**config.mk**
```make
export PLATFORM = sky130hd
export DESIGN_NAME = minmax_exec
export DESIGN_NICKNAME = d
export VERILOG_FILES = /design/src/rtl/minmax_pkg.sv /design/src/rtl/minmax_decode.sv /design/src/rtl/minmax_select.sv /design/src/rtl/minmax_exec.sv
export SDC_FILE = /design/constraint.sdc
export NUM_CORES = 1
export LEC_CHECK = 0
export ABC_AREA = 1
export BUFFER_PORTS_ARGS = -buffer_cell sky130_fd_sc_hd__buf_4
export CORE_AREA = 2 2 78 80
export CTS_CLUSTER_DIAMETER = 150
export DETAILED_ROUTE_END_ITERATION = 8
export DIE_AREA = 0 0 80 82
export GPL_TIMING_DRIVEN = 0
export PLACE_DENSITY = 0.84
export SYNTH_ARGS = -nofsm -noshare
export SYNTH_HDL_FRONTEND = slang
export SYNTH_SLANG_ARGS = --single-unit
```
**constraint.sdc**
```tcl
create_clock -name clk -period 6.3 [get_ports clk]
set_input_delay 0.63 -clock clk [delete_from_list [all_inputs] [get_ports clk]]
set_output_delay 0.63 -clock clk [all_outputs]
set_load 0.005 [all_outputs]
```
**src/rtl/minmax_pkg.sv**
```systemverilog
package minmax_pkg;

    localparam int INSN_W = 32;
    localparam int RIDX_W = 5;
    localparam int IMM_W  = 12;

    localparam logic [6:0] OPC_REGREG = 7'h0B;
    localparam logic [6:0] OPC_REGIMM = 7'h2B;
    localparam logic [2:0] SEL_MIN    = 3'd0;
    localparam logic [2:0] SEL_MAX    = 3'd1;

    typedef enum logic [1:0] {
        CLS_FOREIGN = 2'd0,
        CLS_GOOD    = 2'd1,
        CLS_BAD     = 2'd2
    } op_class_e;

    typedef enum logic {
        CMP_NATIVE = 1'b0,
        CMP_SPLIT  = 1'b1
    } cmp_style_e;

    typedef struct packed {
        op_class_e         cls;
        logic              take_max;
        logic              use_imm;
        logic [RIDX_W-1:0] rd;
        logic [IMM_W-1:0]  imm;
    } dec_t;

    function automatic logic f3_known(input logic [2:0] f3);
        return (f3 == SEL_MIN) || (f3 == SEL_MAX);
    endfunction

endpackage

```
**src/rtl/minmax_decode.sv**
```systemverilog
module minmax_decode
    import minmax_pkg::*;
(
    input  logic              valid,
    input  logic [INSN_W-1:0] insn,
    output dec_t              dec
);
    logic [6:0] opc;
    logic [2:0] f3;
    logic [6:0] f7;

    assign opc = insn[6:0];
    assign f3  = insn[14:12];
    assign f7  = insn[31:25];

    always_comb begin
        dec          = '0;
        dec.cls      = CLS_FOREIGN;
        dec.take_max = f3[0];
        dec.rd       = insn[11:7];
        dec.imm      = insn[31:20];
        dec.use_imm  = 1'b0;
        if (valid) begin
            if (opc == OPC_REGREG) begin
                dec.use_imm = 1'b0;
                dec.cls     = (f3_known(f3) && (f7 == 7'd0)) ? CLS_GOOD : CLS_BAD;
            end else if (opc == OPC_REGIMM) begin
                dec.use_imm = 1'b1;
                dec.cls     = f3_known(f3) ? CLS_GOOD : CLS_BAD;
            end
        end
    end
endmodule

```
**src/rtl/minmax_select.sv**
```systemverilog
module minmax_select
    import minmax_pkg::*;
#(
    parameter int         XLEN  = 32,
    parameter cmp_style_e STYLE = CMP_NATIVE
) (
    input  logic [XLEN-1:0] opa,
    input  logic [XLEN-1:0] opb,
    input  logic            take_max,
    output logic [XLEN-1:0] y
);
    localparam int MSB = XLEN - 1;

    logic a_lt_b;

    generate
        if (STYLE == CMP_NATIVE) begin : g_native
            assign a_lt_b = $signed(opa) < $signed(opb);
        end else begin : g_split
            // Differing signs decide at once; otherwise the low bits compare unsigned.
            assign a_lt_b = (opa[MSB] != opb[MSB]) ? opa[MSB]
                                                   : (opa[MSB-1:0] < opb[MSB-1:0]);
        end
    endgenerate

    always_comb begin
        if (take_max) y = a_lt_b ? opb : opa;
        else          y = a_lt_b ? opa : opb;
    end
endmodule

```
**src/rtl/minmax_exec.sv**
```systemverilog
module minmax_exec
    import minmax_pkg::*;
#(
    parameter int         XLEN  = 32,
    parameter cmp_style_e STYLE = CMP_NATIVE
) (
    input  logic              clk,
    input  logic              rst,
    input  logic              valid,
    input  logic [31:0]       insn,
    input  logic [XLEN-1:0]   rs1_val,
    input  logic [XLEN-1:0]   rs2_val,
    output logic [4:0]        rd_idx,
    output logic [XLEN-1:0]   result,
    output logic              wr_en,
    output logic              illegal
);
    localparam int EXT_W = XLEN - IMM_W;

    dec_t            dec;
    logic [XLEN-1:0] imm_ext;
    logic [XLEN-1:0] opb;
    logic [XLEN-1:0] sel_y;
    logic            we_next;
    logic            ill_next;

    minmax_decode i_decode (
        .valid (valid),
        .insn  (insn),
        .dec   (dec)
    );

    assign imm_ext = {{EXT_W{dec.imm[IMM_W-1]}}, dec.imm};
    assign opb     = dec.use_imm ? imm_ext : rs2_val;

    minmax_select #(.XLEN(XLEN), .STYLE(STYLE)) i_select (
        .opa      (rs1_val),
        .opb      (opb),
        .take_max (dec.take_max),
        .y        (sel_y)
    );

    assign we_next  = (dec.cls == CLS_GOOD) && (dec.rd != '0);
    assign ill_next = (dec.cls == CLS_BAD);

    always_ff @(posedge clk) begin
        if (rst) begin
            rd_idx  <= '0;
            result  <= '0;
            wr_en   <= 1'b0;
            illegal <= 1'b0;
        end else begin
            rd_idx  <= dec.rd;
            result  <= sel_y;
            wr_en   <= we_next;
            illegal <= ill_next;
        end
    end
endmodule

```
==> summary.md, run 1 <==
| Metric | Value |
|---|---|
| Clk buf depth | `2` |
| Worst-path cell chain | `buf_4, nand2_1, nor2_4, nand3_4, buf_1, mux2i_1, ha_1, a21oi_1, nor2_1, a211oi_1, o221a_2, nand2_1, nand2_2, nand2_2, nand2_4, nand2_4, nand2_4, buf_4, nand3_1, nand2_1, nor2_1` |
| ANT nets after route | `0` |
| #FFs+latches synth | `39` |
| Syn Area/Cell | `around 7.7 um2` |
| Commonest cells post-synth | `54 x nand2_1, 46 x a21oi_1, 43 x nor2_1, 39 x dfxtp_1, 31 x ha_1` |
| DP Area | `approximately 3800 um2` |
| Clock sink count | `39` |
| PwrDens | `approximately 180 nW/um2` |
| Gpl congestion | `~0.80` |
| Cells after synthesis | `between 300 and 400` |
| Worst EP required | `6.48 ns` |
| Die Height | `around 80 um` |
| Clk slew on worst S/H paths | `0.08 ns` |
| # DRC | `0` |
| Port-buffer cells | `roughly 130` |
| Seq/Total Area, Yosys | `between 20 and 30%` |
| Period minus WS final | `3.581 ns` |
| Post-synth EDFFs | `0` |
| Hold_buf cts | `0` |
| Die area | `roughly 6600 um2` |
| Grt ovf | `0` |
| Ranking of synthesized cells by area | `dfxtp_1 28%, ha_1 14%, a21oi_1 8.3%` |
| Status | `finished clean` |
| # resized after CTS | `0` |
| Row cnt | `28` |
| Worst-Margin Slew | `0.7592 ns` |
| Min-delay worst type | `in2reg` |
| Via Count | `2922` |
| Worst vdd ir | `between 0.1 and 0.15 mV` |
| Setup TNS | `0 ns` |
| Total core area | `roughly 5700 um2` |
| Crit path from | `insn[1]` |
| Post-CTS Setup Inserts | `0` |
| Max frequency | `roughly 0.28 GHz` |
| Fin. Hold Viols | `0` |
| Max-Slew Margin vs Limit | `approximately 49%` |
| CTS tree | `built` |
| Most common cell in the netlist | `nand2_1` |
| DPL Wire Length | `between 6000 and 7000 um` |
| Synth-to-Final Area Change | `42.22%` |
| Synth top area share | `about 28%` |
| Cts bufs inserted | `5` |
| Fin area | `3924 um2` |
| H-tree Lvls | `2` |
| Fin crit share | `a little under three fifths` |
| Critical path's slowest cell | `buf_1` |
| Post-synth cell types | `30` |
| Pin count of the biggest net entering global routing | `12` |
| Gr usage total | `23.43%` |
| Worst path arrival time | `3.76 ns` |
| Die width | `~80 um` |
| Worst Setup Path Type | `in2reg` |
| First-pass iteration count of the detailed router | `4` |
| Drt total wl | `roughly 7600 um` |
| First-pass GRT wire length | `around 12000 um` |
| Routed WL per cell | `13.33 um` |
| Root buf cell | `clkbuf_8` |
| Biggest cell delay along the critical path | `between 0.5 and 0.6 ns` |
| Crit-path max FO | `10` |
| Leakage power | `approximately 0.0021 uW` |
| Final net count | `roughly 620` |
| Yosys top cell by area | `dfxtp_1` |
| # diodes | `0` |
| Max Cap Viol | `0` |
| Mapped Area | `2759 um2` |
| 1st-iter DRT viols | `78` |
| Yosys warning count | `0` |
| Endpoint type of the worst setup path | `flop` |
| Initial antenna violation count | `0` |
| Unrepaired setup endpoints after global routing | `false` |
| I/O Pins | `138` |
| Nature of the critical path startpoint | `primary input` |
| Final setup vio count | `0` |
| Ys async rst share | `0%` |
| Predominant post-synthesis flop cell | `dfxtp_1` |
| Initial Utilization | `around half` |
| Slew Limit Fails | `0` |
| Proportion of layout cells with a drive suffix above 1 | `a little under two fifths` |
| Hold path startpoint | `insn[8]` |
| Vias/cell | `approximately 5.1` |
| Vias in the first global route | `2823` |
| Syn_nets | `between 400 and 500` |
## state kept, by name (all words and copies together), names as in the netlist
name / count
result: 32
rd_idx: 5
illegal: 1
wr_en: 1
## routing by layer
metal  track usage [%]  vias to the layer above  part of all wire, %
met3             4.615                       10                  6.9
met1             27.63                     1304                   42
met2             42.92                      115                   50
li1                  -                     1493                    -
met4             6.949                        0                  1.2
met5                 0                        -                    0
## worst max-delay path: cells and delay by family
kind	cells	cell delay (ns)
buf+inv	3	0.89
simple gates	13	1.01
compound gates	3	0.56
mux	1	0.35
fa+ha+maj	1	0.29
## cells in the final DEF, fill, tap and decap left out, types with 3 or more instances in the layout
master    instances
mux2i_1          10
inv_1            22
buf_2             3
nand3_1          14
a211oi_1          3
nand3_2          19
nor4_1            4
clkbuf_1          5
nand2_4           3
nor2_1           43
ha_1             31
nand4_1           5
buf_6             8
clkbuf_8          6
o21ai_0          23
a21oi_1          46
buf_4           134
dfxtp_1          39
nand2_2           4
nand2_1          54
nand3_4           3
## through the flow
step / instances / hold WS (ns) / setup slack (ns) / util (%) / power [uW]
global placement: 562 / 0.8498 / 2.469 / 66.77 / 544.9
floorplan: 356 / 0.7485 / 3.004 / - / 432.5
finish: 569 / 0.5572 / 2.719 / 68.29 / 716.7
detailed placement: 562 / 0.8517 / 2.432 / 66.77 / 551.2
global route: 569 / 0.5735 / 2.492 / 68.29 / 762.2
CTS: 569 / 0.5565 / 2.728 / 68.29 / 724.4
## cell type report
cell class / count / area, um2
fillers: 520 / 1822
plain buffers: 21 / 157.7
flip-flops and latches: 39 / 780.7
clock inverters: 1 / 5.005
repair buffers: 131 / 983.4
clock buffers: 6 / 82.58
multi-input cells: 274 / 1738
well taps: 75 / 93.84
inverters: 22 / 82.58
## kinds of logic (layout without fill, tap and decap cells)
group,Yosys count,after routing,synth area share (%)
multiplexers,10,10,3.628
adder cells (fa/ha/maj),31,31,14.06
AND/OR/NAND/NOR,153,153,29.89
flip-flops,39,39,28.30
buffers and inverters,43,181,8.707
AO/OA/AOI/OAI,80,80,15.42
## worst paths after layout
check	end	slack [ns]	cells past startpoint
hold / removal	rd_idx[1]$_SDFF_PP0_	0.56	3
setup / recovery	result[17]$_SDFF_PP0_	2.72	21
## power breakdown
part	total [uW]	internal, uW	switching, uW	leakage [uW]
clock	171	86.0	85.1	0.0000470
sequential	280	273	7.01	0.000325
combinational	266	137	129	0.00172
total	717	495	221	0.00209
(Power assumes the default switching activity.)
==> inputs of run 2 (changes only) <==
Settings changed: CORE_AREA 2 2 78 80 to 2 2 81 83, DIE_AREA 0 0 80 82 to 0 0 83 85, PLACE_DENSITY 0.84 to 0.79.
Clock period 6.3 ns to 3.3 ns, I/O delays scaled along.
==> summary.md, run 2 (synthesis gave the netlist of run 1 again) <==
| Metric | Value |
|---|---|
| Unrepaired setup endpoints after global routing | `false` |
| Via Count | `2923` |
| Final setup vio count | `0` |
| Critical path's slowest cell | `buf_2` |
| 1st-iter DRT viols | `slightly below 80` |
| Vias/cell | `5.110` |
| Max frequency | `around 0.33 GHz` |
| Initial antenna violation count | `0` |
| Fin crit share | `between 90% and 100%` |
| # DRC | `0` |
| Worst-path cell chain | `buf_4, nand2_1, nor2_4, nand3_4, buf_2, mux2i_2, ha_1, a21oi_1, nor2_1, a211oi_1, o221a_2, nand2_1, nand2_2, nand2_2, nand2_4, nand2_4, nand2_4, buf_4, nand3_1, nand2_1, nor2_1` |
| Die Height | `about 85 um` |
| Clock sink count | `39` |
| Min-delay worst type | `in2reg` |
| DPL Wire Length | `6199 um` |
| Max reg flops | `32` |
| Most flop-heavy register | `result` |
| Gpl congestion | `between 0.8 and 0.9` |
| Vias in the first global route | `roughly 3000` |
| CTS tree | `built` |
| Synth-to-Final Area Change | `42.40%` |
| Most common cell after layout, fill and taps aside | `buf_4` |
| Switching Share | `between 30% and 40%` |
| Pin count of the biggest net entering global routing | `12` |
| Hold path startpoint | `insn[8]` |
| Worst Setup Path Type | `in2reg` |
| Die area | `about 7100 um2` |
| Max-Slew Margin vs Limit | `roughly 74%` |
| H-tree Lvls | `2` |
| First-pass iteration count of the detailed router | `4` |
| Design Power | `1359 uW` |
| Filler cells | `~560` |
| Gr usage total | `about 22%` |
| Worst EP required | `3.49 ns` |
| Sequential share of power | `around two fifths` |
| I/O Pins | `between 100 and 150` |
| Buffers & Inverters on Critical Path | `3` |
| Switching power | `428.4 uW` |
| Die width | `roughly 83 um` |
| Clk network pwr share | `between 20% and 30%` |
| Top cell family by delay on the critical path | `simple AND/OR/NAND/NOR gates` |
| Slew Limit Fails | `0` |
| Crit-path max FO | `10` |
| Endpoint type of the worst setup path | `flop` |
| Post-CTS Setup Inserts | `0` |
| Worst path arrival time | `3.19 ns` |
| Root buf cell | `clkbuf_8` |
| Most frequent cells in the layout | `134 x buf_4, 54 x nand2_1, 46 x a21oi_1` |
| Worst-Margin Slew | `0.3909 ns` |
| Worst Hold Path EP | `rd_idx[1]$_SDFF_PP0_` |
| Cts bufs inserted | `5` |
| PwrDens | `between 300 and 400 nW/um2` |
| Worst vdd ir | `0.1709 mV` |
| # diodes | `0` |
| Initial Utilization | `44.46%` |
| First-pass GRT wire length | `roughly 13000 um` |
| Leakage power | `between 0.002 and 0.0025 uW` |
| Clk slew on worst S/H paths | `~0.08 ns` |
| Proportion of layout cells with a drive suffix above 1 | `38.18%` |
| Logic pwr share | `between 30% and 40%` |
| Int Pwr | `930.3 uW` |
| Drt total wl | `a little under 8000 um` |
| Biggest cell delay along the critical path | `0.34 ns` |
| Port-buffer cells | `around 130` |
| Worst Hold Path Cells | `3` |
| Max Cap Viol | `0` |
| Row cnt | `29` |
| Fin. Hold Viols | `0` |
| Top flop regs | `result: 32 flops, rd_idx: 5 flops` |
| Total core area | `about 6200 um2` |
| Final net count | `approximately 620` |
| Clk buf depth | `2` |
| Status | `finished clean` |
| Grt ovf | `0` |
| ANT nets after route | `0` |
| Nature of the critical path startpoint | `primary input` |
| Final cell utilization of the core | `63.32%` |
| Period minus WS final | `roughly 3.0 ns` |
| Routed WL per cell | `~14 um` |
| Crit path from | `insn[1]` |
[run 2: per-layer routing]
metal / global-route usage, % / vias to the layer above / part of all wire [%]
met3: 4.767 / 12 / 6.0
li1: - / 1497 / -
met2: 40.32 / 103 / 49
met1: 26.75 / 1311 / 43
met4: 5.067 / 0 / 1.4
met5: 0 / - / 0
[run 2: worst max path at each step]
| stage | to | cells past startpoint |
|---|---|---|
| 2_1_floorplan | result[4]$_SDFF_PP0_ | 19 |
| 3_3_place_gp | result[25]$_SDFF_PP0_ | 21 |
| 3_5_place_dp | result[22]$_SDFF_PP0_ | 21 |
| 4_1_cts | result[23]$_SDFF_PP0_ | 23 |
| 5_1_grt | result[19]$_SDFF_PP0_ | 24 |
| 6_report | result[23]$_SDFF_PP0_ | 21 |
[run 2: per-stage QoR]
step	area (um2)	hold slack (ns)	setup slack (ns)	std cells	setup TNS [ns]
after global routing	3929	0.2651	0.01474	572	0
final	3929	0.2561	0.2952	572	0
after floorplan	2759	0.4485	0.3035	356	0
after detailed placement	3839	0.5497	-0.3236	564	-9.190
after global placement	3839	0.5468	-0.2591	564	-7.373
after CTS	3921	0.2509	0.1481	572	0
[run 2: repair_timing]
action / CTS / global route
endpoints found under the setup margin: 4 / 31
hold buffers: 0 / 0
resized for setup: 1 / 7
hold endpoints to repair: 0 / 0
[run 2: cell type report]
class | count | area, um2 | area share, %
Multi-Input combinational cell | 274 | 1742 | 44.33
Tap cell | 77 | 96.34 | 2.452
Inverter | 22 | 82.58 | 2.102
Sequential cell | 39 | 780.7 | 19.87
Clock inverter | 1 | 5.005 | 0.1274
Timing Repair Buffer | 131 | 983.4 | 25.03
Buffer | 21 | 162.7 | 4.140
Clock buffer | 7 | 76.32 | 1.943
[run 2: worst min-delay path, cell delays in order]
cell	delay, ns
buf_4	0.08
inv_1	0.04
nor2_1	0.06
[run 2: power groups by stage]
stage / Clock (uW) / Combinational, uW / Sequential [uW]
final: 316 / 508 / 535
after global routing: 343 / 568 / 539
after CTS: 327 / 510 / 536
after detailed placement: 0 / 508 / 547
after global placement: 0 / 498 / 545
after floorplan: 0 / 274 / 552
